**config.mk**
```make
export PLATFORM = sky130hd
export DESIGN_NAME = i2c_cfg_slave
export DESIGN_NICKNAME = d
export VERILOG_FILES = /design/src/rtl/i2c_cfg_pkg.sv /design/src/rtl/i2c_line_sync.sv /design/src/rtl/i2c_cfg_ptr.sv /design/src/rtl/i2c_cfg_regfile.sv /design/src/rtl/i2c_cfg_slave.sv
export SDC_FILE = /design/constraint.sdc
export NUM_CORES = 2
export LEC_CHECK = 0
export BUFFER_PORTS_ARGS = -buffer_cell sky130_fd_sc_hd__buf_2
export CORE_AREA = 2 2 442 444
export CTS_CLUSTER_DIAMETER = 50
export CTS_CLUSTER_SIZE = 30
export DETAILED_ROUTE_END_ITERATION = 7
export DIE_AREA = 0 0 444 446
export MAX_ROUTING_LAYER = met4
export PLACE_DENSITY = 0.65
export SETUP_SLACK_MARGIN = 0.15
export SYNTH_ARGS = -nofsm -noshare
export SYNTH_HDL_FRONTEND = slang
export SYNTH_SLANG_ARGS = --single-unit
```
**constraint.sdc**
```tcl
create_clock -name clk_i -period 4.1 [get_ports clk_i]
set_input_delay 0.41 -clock clk_i [delete_from_list [all_inputs] [get_ports clk_i]]
set_output_delay 0.41 -clock clk_i [all_outputs]
set_load 0.02 [all_outputs]
```
**src/rtl/i2c_cfg_pkg.sv**
```systemverilog
package i2c_cfg_pkg;
  localparam int BYTE_W = 8;
  localparam int CNT_W  = $clog2(BYTE_W + 1);

  typedef enum logic [3:0] {
    ST_IDLE,
    ST_DEV,
    ST_DEV_ACK,
    ST_REG,
    ST_REG_ACK,
    ST_WDATA,
    ST_WDATA_ACK,
    ST_RDATA,
    ST_RACK,
    ST_IGNORE
  } state_e;
endpackage

```
**src/rtl/i2c_line_sync.sv**
```systemverilog
module i2c_line_sync #(
  parameter int STAGES = 2
) (
  input  logic clk_i,
  input  logic rst_ni,
  input  logic scl_i,
  input  logic sda_i,
  output logic scl_o,
  output logic start_o,
  output logic stop_o,
  output logic rise_o,
  output logic fall_o,
  output logic sda_o
);
  logic [STAGES-1:0] scl_ff, sda_ff;
  logic scl_q, sda_q;

  // bus idles high; reset to 1 so no false condition appears
  always_ff @(posedge clk_i or negedge rst_ni) begin
    if (!rst_ni) begin
      scl_ff <= '1;
      sda_ff <= '1;
      scl_q  <= 1'b1;
      sda_q  <= 1'b1;
    end else begin
      scl_ff <= {scl_ff[STAGES-2:0], scl_i};
      sda_ff <= {sda_ff[STAGES-2:0], sda_i};
      scl_q  <= scl_ff[STAGES-1];
      sda_q  <= sda_ff[STAGES-1];
    end
  end

  assign scl_o   = scl_ff[STAGES-1];
  assign sda_o   = sda_ff[STAGES-1];
  assign rise_o  = scl_o & ~scl_q;
  assign fall_o  = ~scl_o & scl_q;
  assign start_o = scl_o & scl_q & sda_q & ~sda_o;
  assign stop_o  = scl_o & scl_q & ~sda_q & sda_o;

  p_events_exclusive_r8: assert property (@(posedge clk_i) disable iff (!rst_ni)
    $onehot0({start_o, stop_o, rise_o, fall_o}));
endmodule

```
**src/rtl/i2c_cfg_ptr.sv**
```systemverilog
module i2c_cfg_ptr #(
  parameter int ADDR_W = 8
) (
  input  logic              clk_i,
  input  logic              rst_ni,
  input  logic              load_i,
  input  logic [ADDR_W-1:0] load_val_i,
  input  logic              inc_i,
  output logic [ADDR_W-1:0] ptr_o
);
  always_ff @(posedge clk_i or negedge rst_ni) begin
    if (!rst_ni)     ptr_o <= '0;
    else if (load_i) ptr_o <= load_val_i;
    else if (inc_i)  ptr_o <= ptr_o + 1'b1;
  end

  // any change not caused by a load is a single step with rollover
  p_ptr_step_r7: assert property (@(posedge clk_i) disable iff (!rst_ni)
    (ptr_o != $past(ptr_o)) && !$past(load_i) |-> ptr_o == ADDR_W'($past(ptr_o) + 1'b1));
endmodule

```
**src/rtl/i2c_cfg_regfile.sv**
```systemverilog
module i2c_cfg_regfile #(
  parameter int          ADDR_W  = 8,
  parameter logic [7:0]  DEF_XOR = 8'h5A
) (
  input  logic              clk_i,
  input  logic              rst_ni,
  input  logic              we_i,
  input  logic [ADDR_W-1:0] addr_i,
  input  logic [7:0]        wdata_i,
  output logic [7:0]        rdata_o
);
  localparam int DEPTH = 1 << ADDR_W;

  logic [7:0] mem [DEPTH];

  always_ff @(posedge clk_i or negedge rst_ni) begin
    if (!rst_ni) begin
      for (int i = 0; i < DEPTH; i++) mem[i] <= 8'(i) ^ DEF_XOR;
    end else if (we_i) begin
      mem[addr_i] <= wdata_i;
    end
  end

  assign rdata_o = mem[addr_i];
endmodule

```
**src/rtl/i2c_cfg_slave.sv**
```systemverilog
module i2c_cfg_slave
  import i2c_cfg_pkg::*;
#(
  parameter logic [6:0] DEV_ADDR    = 7'h69,
  parameter int         ADDR_W      = 8,
  parameter int         SYNC_STAGES = 2,
  parameter logic [7:0] DEF_XOR     = 8'h5A
) (
  input  logic clk_i,
  input  logic rst_ni,
  input  logic scl_i,
  input  logic sda_i,
  output logic sda_oe_o
);
  logic scl_s, sda_s, start, stop, rise, fall;
  state_e st;
  logic [CNT_W-1:0]  cnt;
  logic [BYTE_W-1:0] shreg, tx;
  logic rw_q, mack_q;
  logic ptr_load, ptr_inc, we;
  logic [ADDR_W-1:0] ptr;
  logic [7:0] rd_data;
  logic byte_done;

  i2c_line_sync #(.STAGES(SYNC_STAGES)) u_sync (
    .clk_i, .rst_ni, .scl_i, .sda_i,
    .scl_o(scl_s), .start_o(start), .stop_o(stop),
    .rise_o(rise), .fall_o(fall), .sda_o(sda_s)
  );

  i2c_cfg_ptr #(.ADDR_W(ADDR_W)) u_ptr (
    .clk_i, .rst_ni,
    .load_i(ptr_load), .load_val_i(shreg[ADDR_W-1:0]),
    .inc_i(ptr_inc), .ptr_o(ptr)
  );

  i2c_cfg_regfile #(.ADDR_W(ADDR_W), .DEF_XOR(DEF_XOR)) u_regs (
    .clk_i, .rst_ni,
    .we_i(we), .addr_i(ptr), .wdata_i(shreg), .rdata_o(rd_data)
  );

  assign byte_done = fall && (cnt == CNT_W'(BYTE_W));

  always_comb begin
    ptr_load = 1'b0;
    ptr_inc  = 1'b0;
    we       = 1'b0;
    if (byte_done) begin
      case (st)
        ST_REG:   ptr_load = 1'b1;
        ST_WDATA: begin we = 1'b1; ptr_inc = 1'b1; end
        ST_RDATA: ptr_inc = 1'b1;
        default: ;
      endcase
    end
  end

  always_ff @(posedge clk_i or negedge rst_ni) begin
    if (!rst_ni) begin
      st     <= ST_IDLE;
      cnt    <= '0;
      shreg  <= '0;
      tx     <= '0;
      rw_q   <= 1'b0;
      mack_q <= 1'b0;
    end else if (start) begin
      st  <= ST_DEV;
      cnt <= '0;
    end else if (stop) begin
      st  <= ST_IDLE;
      cnt <= '0;
    end else begin
      case (st)
        ST_DEV, ST_REG, ST_WDATA: begin
          if (rise) begin
            shreg <= {shreg[BYTE_W-2:0], sda_s};
            cnt   <= cnt + 1'b1;
          end else if (byte_done) begin
            cnt <= '0;
            if (st == ST_DEV) begin
              if (shreg[7:1] == DEV_ADDR) begin
                rw_q <= shreg[0];
                st   <= ST_DEV_ACK;
              end else begin
                st <= ST_IGNORE;
              end
            end else if (st == ST_REG) begin
              st <= ST_REG_ACK;
            end else begin
              st <= ST_WDATA_ACK;
            end
          end
        end
        ST_DEV_ACK: if (fall) begin
          st <= rw_q ? ST_RDATA : ST_REG;
          tx <= rd_data;
        end
        ST_REG_ACK, ST_WDATA_ACK: if (fall) st <= ST_WDATA;
        ST_RDATA: begin
          if (rise) cnt <= cnt + 1'b1;
          else if (byte_done) begin
            st  <= ST_RACK;
            cnt <= '0;
          end else if (fall) begin
            tx <= {tx[BYTE_W-2:0], 1'b0};
          end
        end
        ST_RACK: begin
          if (rise) mack_q <= ~sda_s;
          else if (fall) begin
            if (mack_q) begin
              st <= ST_RDATA;
              tx <= rd_data;
            end else begin
              st <= ST_IGNORE;
            end
          end
        end
        default: ;
      endcase
    end
  end

  assign sda_oe_o = (st == ST_DEV_ACK) || (st == ST_REG_ACK) || (st == ST_WDATA_ACK)
                 || ((st == ST_RDATA) && !tx[BYTE_W-1]);

  p_oe_rise_scl_low_r8: assert property (@(posedge clk_i) disable iff (!rst_ni)
    $rose(sda_oe_o) |-> !scl_s);

  p_ignore_silent_r2: assert property (@(posedge clk_i) disable iff (!rst_ni)
    (st == ST_IGNORE) |-> !sda_oe_o);

  p_no_write_outside_data_r10: assert property (@(posedge clk_i) disable iff (!rst_ni)
    we |-> (st == ST_WDATA) && !scl_s);
endmodule

```
After elaboration in Yosys (flattened, before gate mapping)
Cells that the tools add are included.

Eq/ne operators: 25. $lt $le $gt $ge: 2. Bitwise operators: 15. $add $sub $neg: 2. Reduce and logical (&&, ||, !) cells: 22. Mux-type cells: 43.

Operators with widths (number): $bwmux W2048 (1); $mux W8 (12); $mux W4 (18); $bmux W8 S8 (1); $demux W8 S8 (1); $ne A4 B4 Y1 const B (8); $pmux W8 S3 (1); $pmux W4 S5 (1); $eq A4 B3 Y1 const B (4); $ne A2 B2 Y1 const B (7); $reduce_and A10 Y1 (1); $ge A9 B9 Y1 const B (1); $lt A9 B1 Y1 const B (1); $not A8 Y9 (1); $reduce_and A9 Y1 (1); $add A8 B1 Y8 const B (1); $eq A4 B2 Y1 const B (2); $eq A4 B4 Y1 const B (2); $reduce_and A4 Y1 (2); $and A1 B1 Y1 (7); $eq A7 B7 Y1 const B (1); $not A1 Y1 (7); $reduce_and A7 Y1 (1); $reduce_bool A7 Y1 (1); other kinds (15) (26).

Output and inout port bits: 1. Register bits: 2088. Word-level logic and storage cells: 376. Bits of input ports: 4.

Depth between registers and ports, before layout
Depth after elaboration: 8. Depth in mapped cells: 15.

Cells and area by module
A second synthesis with hierarchy kept.

Cell total of the unflattened synthesis: 6037. Area total of the unflattened synthesis: 96085.9 um^2.

By module, submodules not included: i2c_cfg_regfile (seq. area each 52530.4 um^2, times used 1, area each 93942.6 um^2, cells each 5830); i2c_cfg_slave (seq. area each 650.6 um^2, times used 1, area each 1502.7 um^2, cells each 148); i2c_cfg_ptr (seq. area each 200.2 um^2, times used 1, area each 450.4 um^2, cells each 49); i2c_line_sync (seq. area each 157.7 um^2, times used 1, area each 190.2 um^2, cells each 10).

Worst setup path after synthesis
Ideal clock, no wire load.

Kind: register to register. Start: reg u_ptr.ptr_o[0]. End: reg u_regs.mem[920] (netlist name). Clock period less this slack: 3348 ps. Arrival time: 3223 ps. Slack: 752 ps. Setup time: 125 ps. Cell stages (with the launch flop): 16. Buffers on the path: 9. Cells stage by stage: dfrtp_1 -> buf_6 -> buf_12 -> buf_12 -> buf_6 -> buf_6 -> inv_2 -> buf_4 -> buf_4 -> ha_1 -> nand2_1 -> or3_1 -> buf_2 -> buf_2 -> nor2_2 -> mux2_2.

Cells in the longest elaborated chain, start to end: 6.

RTL lines: start, declared (RTL line i2c_cfg_ptr.sv:9) `output logic [ADDR_W-1:0] ptr_o`; start signal, assigned (RTL line i2c_cfg_ptr.sv:13) `else if (load_i) ptr_o <= load_val_i;`; start signal, assigned (RTL line i2c_cfg_ptr.sv:14) `else if (inc_i) ptr_o <= ptr_o + 1'b1;`; $not A8 Y9 (implied by the code) (*) (RTL line i2c_cfg_regfile.sv:20) `mem[addr_i] <= wdata_i;`; $ge A9 B9 Y1 (implied by the code) / $lt A9 B1 Y1 (equally long branches) (RTL line i2c_cfg_regfile.sv:20); $logic_and A1 B1 Y1 (implied by the code) (RTL line i2c_cfg_regfile.sv:20); $mux W8 (implied by the code) (RTL line i2c_cfg_regfile.sv:20); $demux W8 S8 (*) (RTL line i2c_cfg_regfile.sv:20); $bwmux W2048 (*) (RTL line i2c_cfg_regfile.sv:20); end signal, assigned by index (RTL line i2c_cfg_regfile.sv:20); end, declared (RTL line i2c_cfg_regfile.sv:14) `logic [7:0] mem [DEPTH];`.

Every way passes the cells marked *; elsewhere a longest branch is shown, timed or not. A chain may end at the register's enable or synchronous reset.

Final worst setup path
Start: reg u_ptr.ptr_o[0]. End: reg tx[5].

Cells in the longest elaborated chain, start to end: 8.

RTL lines: $not A8 Y9 (implied by the code) (*) (RTL line i2c_cfg_regfile.sv:24) `assign rdata_o = mem[addr_i];`; $bmux W8 S8 (*) (RTL line i2c_cfg_regfile.sv:24); $mux W8 (implied by the code) (*) (2 in a row) (RTL line i2c_cfg_regfile.sv:24); $mux W8 (RTL line i2c_cfg_slave.sv:111) `if (mack_q) begin`; $mux W8 (RTL line i2c_cfg_slave.sv:110) `else if (fall) begin`; $mux W8 (RTL line i2c_cfg_slave.sv:109) `if (rise) mack_q <= ~sda_s;`; $pmux W8 S3 (*) (RTL line i2c_cfg_slave.sv:73) `case (st)`; end signal, assigned (RTL line i2c_cfg_slave.sv:96) `tx <= rd_data;`; end signal, assigned (RTL line i2c_cfg_slave.sv:105) `tx <= {tx[BYTE_W-2:0], 1'b0};`; end signal, assigned (RTL line i2c_cfg_slave.sv:113) `tx <= rd_data;`; end, declared (RTL line i2c_cfg_slave.sv:18) `logic [BYTE_W-1:0] shreg, tx;`.

Every way passes the cells marked *; elsewhere a longest branch is shown, timed or not. The select of a mux whose other input is x is not followed.

==> metrics.md <==
| Metric | Value |
|---|---|
| Critical path startpoint category | flip-flop |
| Final instance area | 109000 sq um |
| Average vias per placed instance | between 6 and 7 |
| Final core occ | 56.3% |
| Post-Place Cell Area | 102000 sq um |
| Number of flops mapped to enable cells by yosys | 0 |
| Family with the most delay on the worst path | compound AO/OA/AOI/OAI gates |
| Max Fanout on Critical Path | 36 |
| Post-synthesis cell type count | 95 |
| Worst Tran Pin Value | approximately 1.2 ns |
| Wire length reported by the detailed router | between 200000 and 300000 microns |
| Async set or reset register ratio after synthesis | between 90% and 100% |
| Critical path capture point type | flip-flop |
| Pin count of the biggest net entering global routing | 182 |
| Starting density of the core | 50.7% |
| Register-to-register path setup slack | 0.11 ns |
| Max VDD drop | 0.406 mV |
| Critical path data arrival time | 4.73 ns |
| Num ports | 5 |
| Tightest slew margin relative to the limit | about 17% |
| Clock sink count | 2088 |
| Net count after synthesis | 6416 |
| Max-slew violations | 0 |
| Gate count of the mapped netlist | 6406 |
| Highest-delay cell along the critical path | a2111oi_1 |
| Largest stage delay, worst path | between 0.9 and 1 ns |
| Final routed wire length divided by cell count | about 30 microns |
| Final RePlAce weighted congestion | 0.937 |
| Design Power | 0.0413 W |
| Critical path type | flip-flop to flip-flop |
| Antenna-violating nets left | 0 |
| Crit-path most repeated cell | buf_4 |
| Status | finished clean |
| Number of placement rows | 162 |
| Max_cap viols | 0 |
| Setup Total Neg Slack | 0 ns |
| Number of antenna violations at the first check in global routing | 10 |
| Maximum achievable frequency | between 200 and 300 MHz |
| Proportion of layout cells with a drive suffix above 1 | approximately two thirds |
| Number of levels in the clock H-tree | 4 |
| Clock tree from TritonCTS | done |
| Time the final worst path needs with I/O delays and setup | 3.99 ns |
| Die Footprint | 198000 sq um |
| Critical Path, Cell by Cell | buf_12 -> buf_4 -> mux4_2 -> mux2i_1 -> o21ai_0 -> a2111oi_1 -> buf_4 -> o211ai_1 -> a32o_1 |
| Number of nets in the final layout | ~6400 |
| Maximum root-to-sink buffer count | 3 |
| Number of storage elements in the synthesis netlist | 2088 |
| Clock buffers created by TritonCTS | 197 |
| Hold violation total from the final report | 0 |
| Period utilization | 97.4% |
| Via count of the first global-routing pass | slightly below 60000 |
| Total track usage | 29.3% |
| Total power divided by cell area | 379 nW/um^2 |
| Synthesized area | 98100 sq um |
| Multi-input combinational cell area | 42000 sq um |
| Data required time of the worst path | 4.83 ns |
| Die Ht | 446 microns |
| Synth Area per Inst | 15.3 sq um |
| Clock edge transition at the registers on the reported setup and hold paths | approximately 0.07 ns |
| Total area of sequential cells | 53600 sq um |
| DR DRC count | 0 |
| Total via count in the routed design | 57773 |
| Number of search-and-repair iterations in the first detailed-routing pass | 6 |
| Latest clock arrival within the worst-skew pair | 0.87 ns |
| Dominant synthesized flop cell | dfrtp_1 |
| Setup repair after global routing missed its margin | no |
| Port Buf Inserts | 4 |
| Number of DRC violations after detailed-routing iteration 0 | 4804 |
| Die Width | 444 microns |
| Remaining global-route overflow | 0 |
| Path category of the worst min-delay check | primary input to asynchronous set/reset pin |
| Final Skew | 0.0503 ns |
| Area added between synthesis and finish | 11.0% |
| Wire length of the first global-routing pass | 417000 microns |
| CP Buf/Inv Count | 3 |
| Clock Tree Root | clkbuf_16 |
| Count of buffers added by post-CTS timing repair for setup | 0 |
| Number of filler cells placed in the layout | approximately 15000 |
| Core Area | 194000 sq um |
| Part of the Yosys area used for sequential elements | 54.6% |
| Leakage | 47.3 nW |
| Number of warnings printed during yosys synthesis | 0 |
| Dpl hpwl | 179000 microns |
| Count of endpoints failing setup in the final report | 0 |
final cells by class:
| class | instances | area share (%) |
|---|---|---|
| clock buffer | 215 | 4.79 |
| tap | 2542 | 2.92 |
| inverter | 12 | 0.0448 |
| clock inverter | 161 | 1.70 |
| antenna | 5 | 0.0115 |
| multi-input combinational | 3824 | 38.6 |
| timing repair buffer | 309 | 2.76 |
| sequential | 2088 | 49.2 |
worst paths after layout:
kind | cells after the start | endpoint | start
worst max-delay path | 9 | tx[5] | u_ptr.ptr_o[0]
worst min-delay path | 2 | u_regs.mem[680] | rst_ni
worst max register to register | 9 | tx[5] | u_ptr.ptr_o[0]
worst min register to register | 0 | u_sync.scl_ff[1] | u_sync.scl_ff[0]
max in group asynchronous | 4 | u_regs.mem[1778] | rst_ni
min in group clk_i | 2 | u_sync.sda_ff[0] | sda_i
power breakdown:
part | switching (W) | leakage [nW] | internal (W) | total (W)
registers | 0.0000552 | 25.4 | 0.0207 | 0.0207
logic | 0.000786 | 18.4 | 0.000103 | 0.000889
clock network | 0.00928 | 3.45 | 0.0104 | 0.0197
total | 0.0101 | 47.3 | 0.0312 | 0.0413
per-stage QoR:
| step | hold slack (ns) | cells | setup slack, ns |
|---|---|---|---|
| 6_report | 0.134 | 9156 | 0.106 |
| 5_1_grt | 0.138 | 9154 | 0.181 |
| 4_1_cts | 0.111 | 9151 | 0.203 |
| 3_5_place_dp | 0.349 | 8772 | 0.186 |
| 3_3_place_gp | 0.346 | 8771 | 0.206 |
| 2_1_floorplan | 0.114 | 6406 | 0.752 |
placed cells by master, fill, tap and decap left out, types with 16 or more instances in the layout:
cell	netlist	final
mux2_2	2068	2068
dfrtp_1	1058	1043
dfstp_2	1030	1030
mux4_2	379	379
nand2_1	315	314
buf_4	35	248
mux2i_1	208	208
clkbuf_16	0	204
nor2_1	104	101
o22ai_1	94	94
nor2_2	75	77
nand3_1	64	64
mux4_1	56	56
o21ai_0	55	55
buf_12	8	54
inv_6	0	42
a22oi_1	38	38
a21oi_1	35	35
inv_8	0	32
clkinv_8	0	26
nor3_1	29	25
a31oi_1	23	22
clkinv_2	0	19
a32oi_1	17	17
nor2_4	15	16
cell families (layout without fill, tap and decap cells):
| group | after synthesis | after routing | synth area share [%] |
|---|---|---|---|
| other cells | 0 | 5 | 0 |
| fa+ha+maj | 6 | 6 | 0.0765 |
| mux | 2716 | 2716 | 36.2 |
| buf+inv | 494 | 697 | 2.70 |
| flops | 2088 | 2088 | 54.6 |
| compound gates | 343 | 343 | 2.37 |
| simple gates | 753 | 753 | 4.06 |
| xor+xnor | 6 | 6 | 0.0536 |
synth_stat cells, drive strengths merged (16+ instances only):
cell type | count | area [sq um]
mux2 | 2069 | 23300
mux2i | 208 | 2080
a22oi | 38 | 285
buf | 188 | 1410
a31oi | 23 | 144
dfstp | 1030 | 27100
clkbuf | 292 | 1180
nor4 | 16 | 100
dfrtp | 1058 | 26500
a32oi | 17 | 149
o22ai | 94 | 588
nand2 | 328 | 1260
mux4 | 439 | 10100
nor3 | 32 | 181
o21ai | 55 | 275
nand3 | 65 | 330
nor2 | 209 | 1330
a21oi | 35 | 175
per-layer routing:
layer	vias to the layer above	wire [microns]	GRT usage, %	part of all wire (%)
li1	23991	-	-	-
met1	31560	121000	40.1	43
met2	1682	131000	44.5	47
met3	540	16100	4.77	5.8
met4	0	10900	10.5	3.9
met5	-	0	-	0
timing repair:
action	4_1_cts	5_1_grt
hold buffers	3	0
endpoints found under the hold margin	148	0
resized for setup	1	1
setup endpoints to repair	4	1
state kept, by name, summed over array words and instances, names as in the netlist:
register       count
u_regs.mem      2048
shreg              8
tx                 8
u_ptr.ptr_o        8
cnt                4
st                 4
u_sync.scl_ff      2
u_sync.sda_ff      2
mack_q             1
rw_q               1
u_sync.scl_q       1
u_sync.sda_q       1
worst reg2reg max path, delay by kind of cell, from the launching register on:
kind	cells	cell delay [ns]
flops	1	0.64
compound gates	4	1.50
mux	2	0.83
buf+inv	3	0.94
No activity file was read; power rests on OpenSTA's default activity.
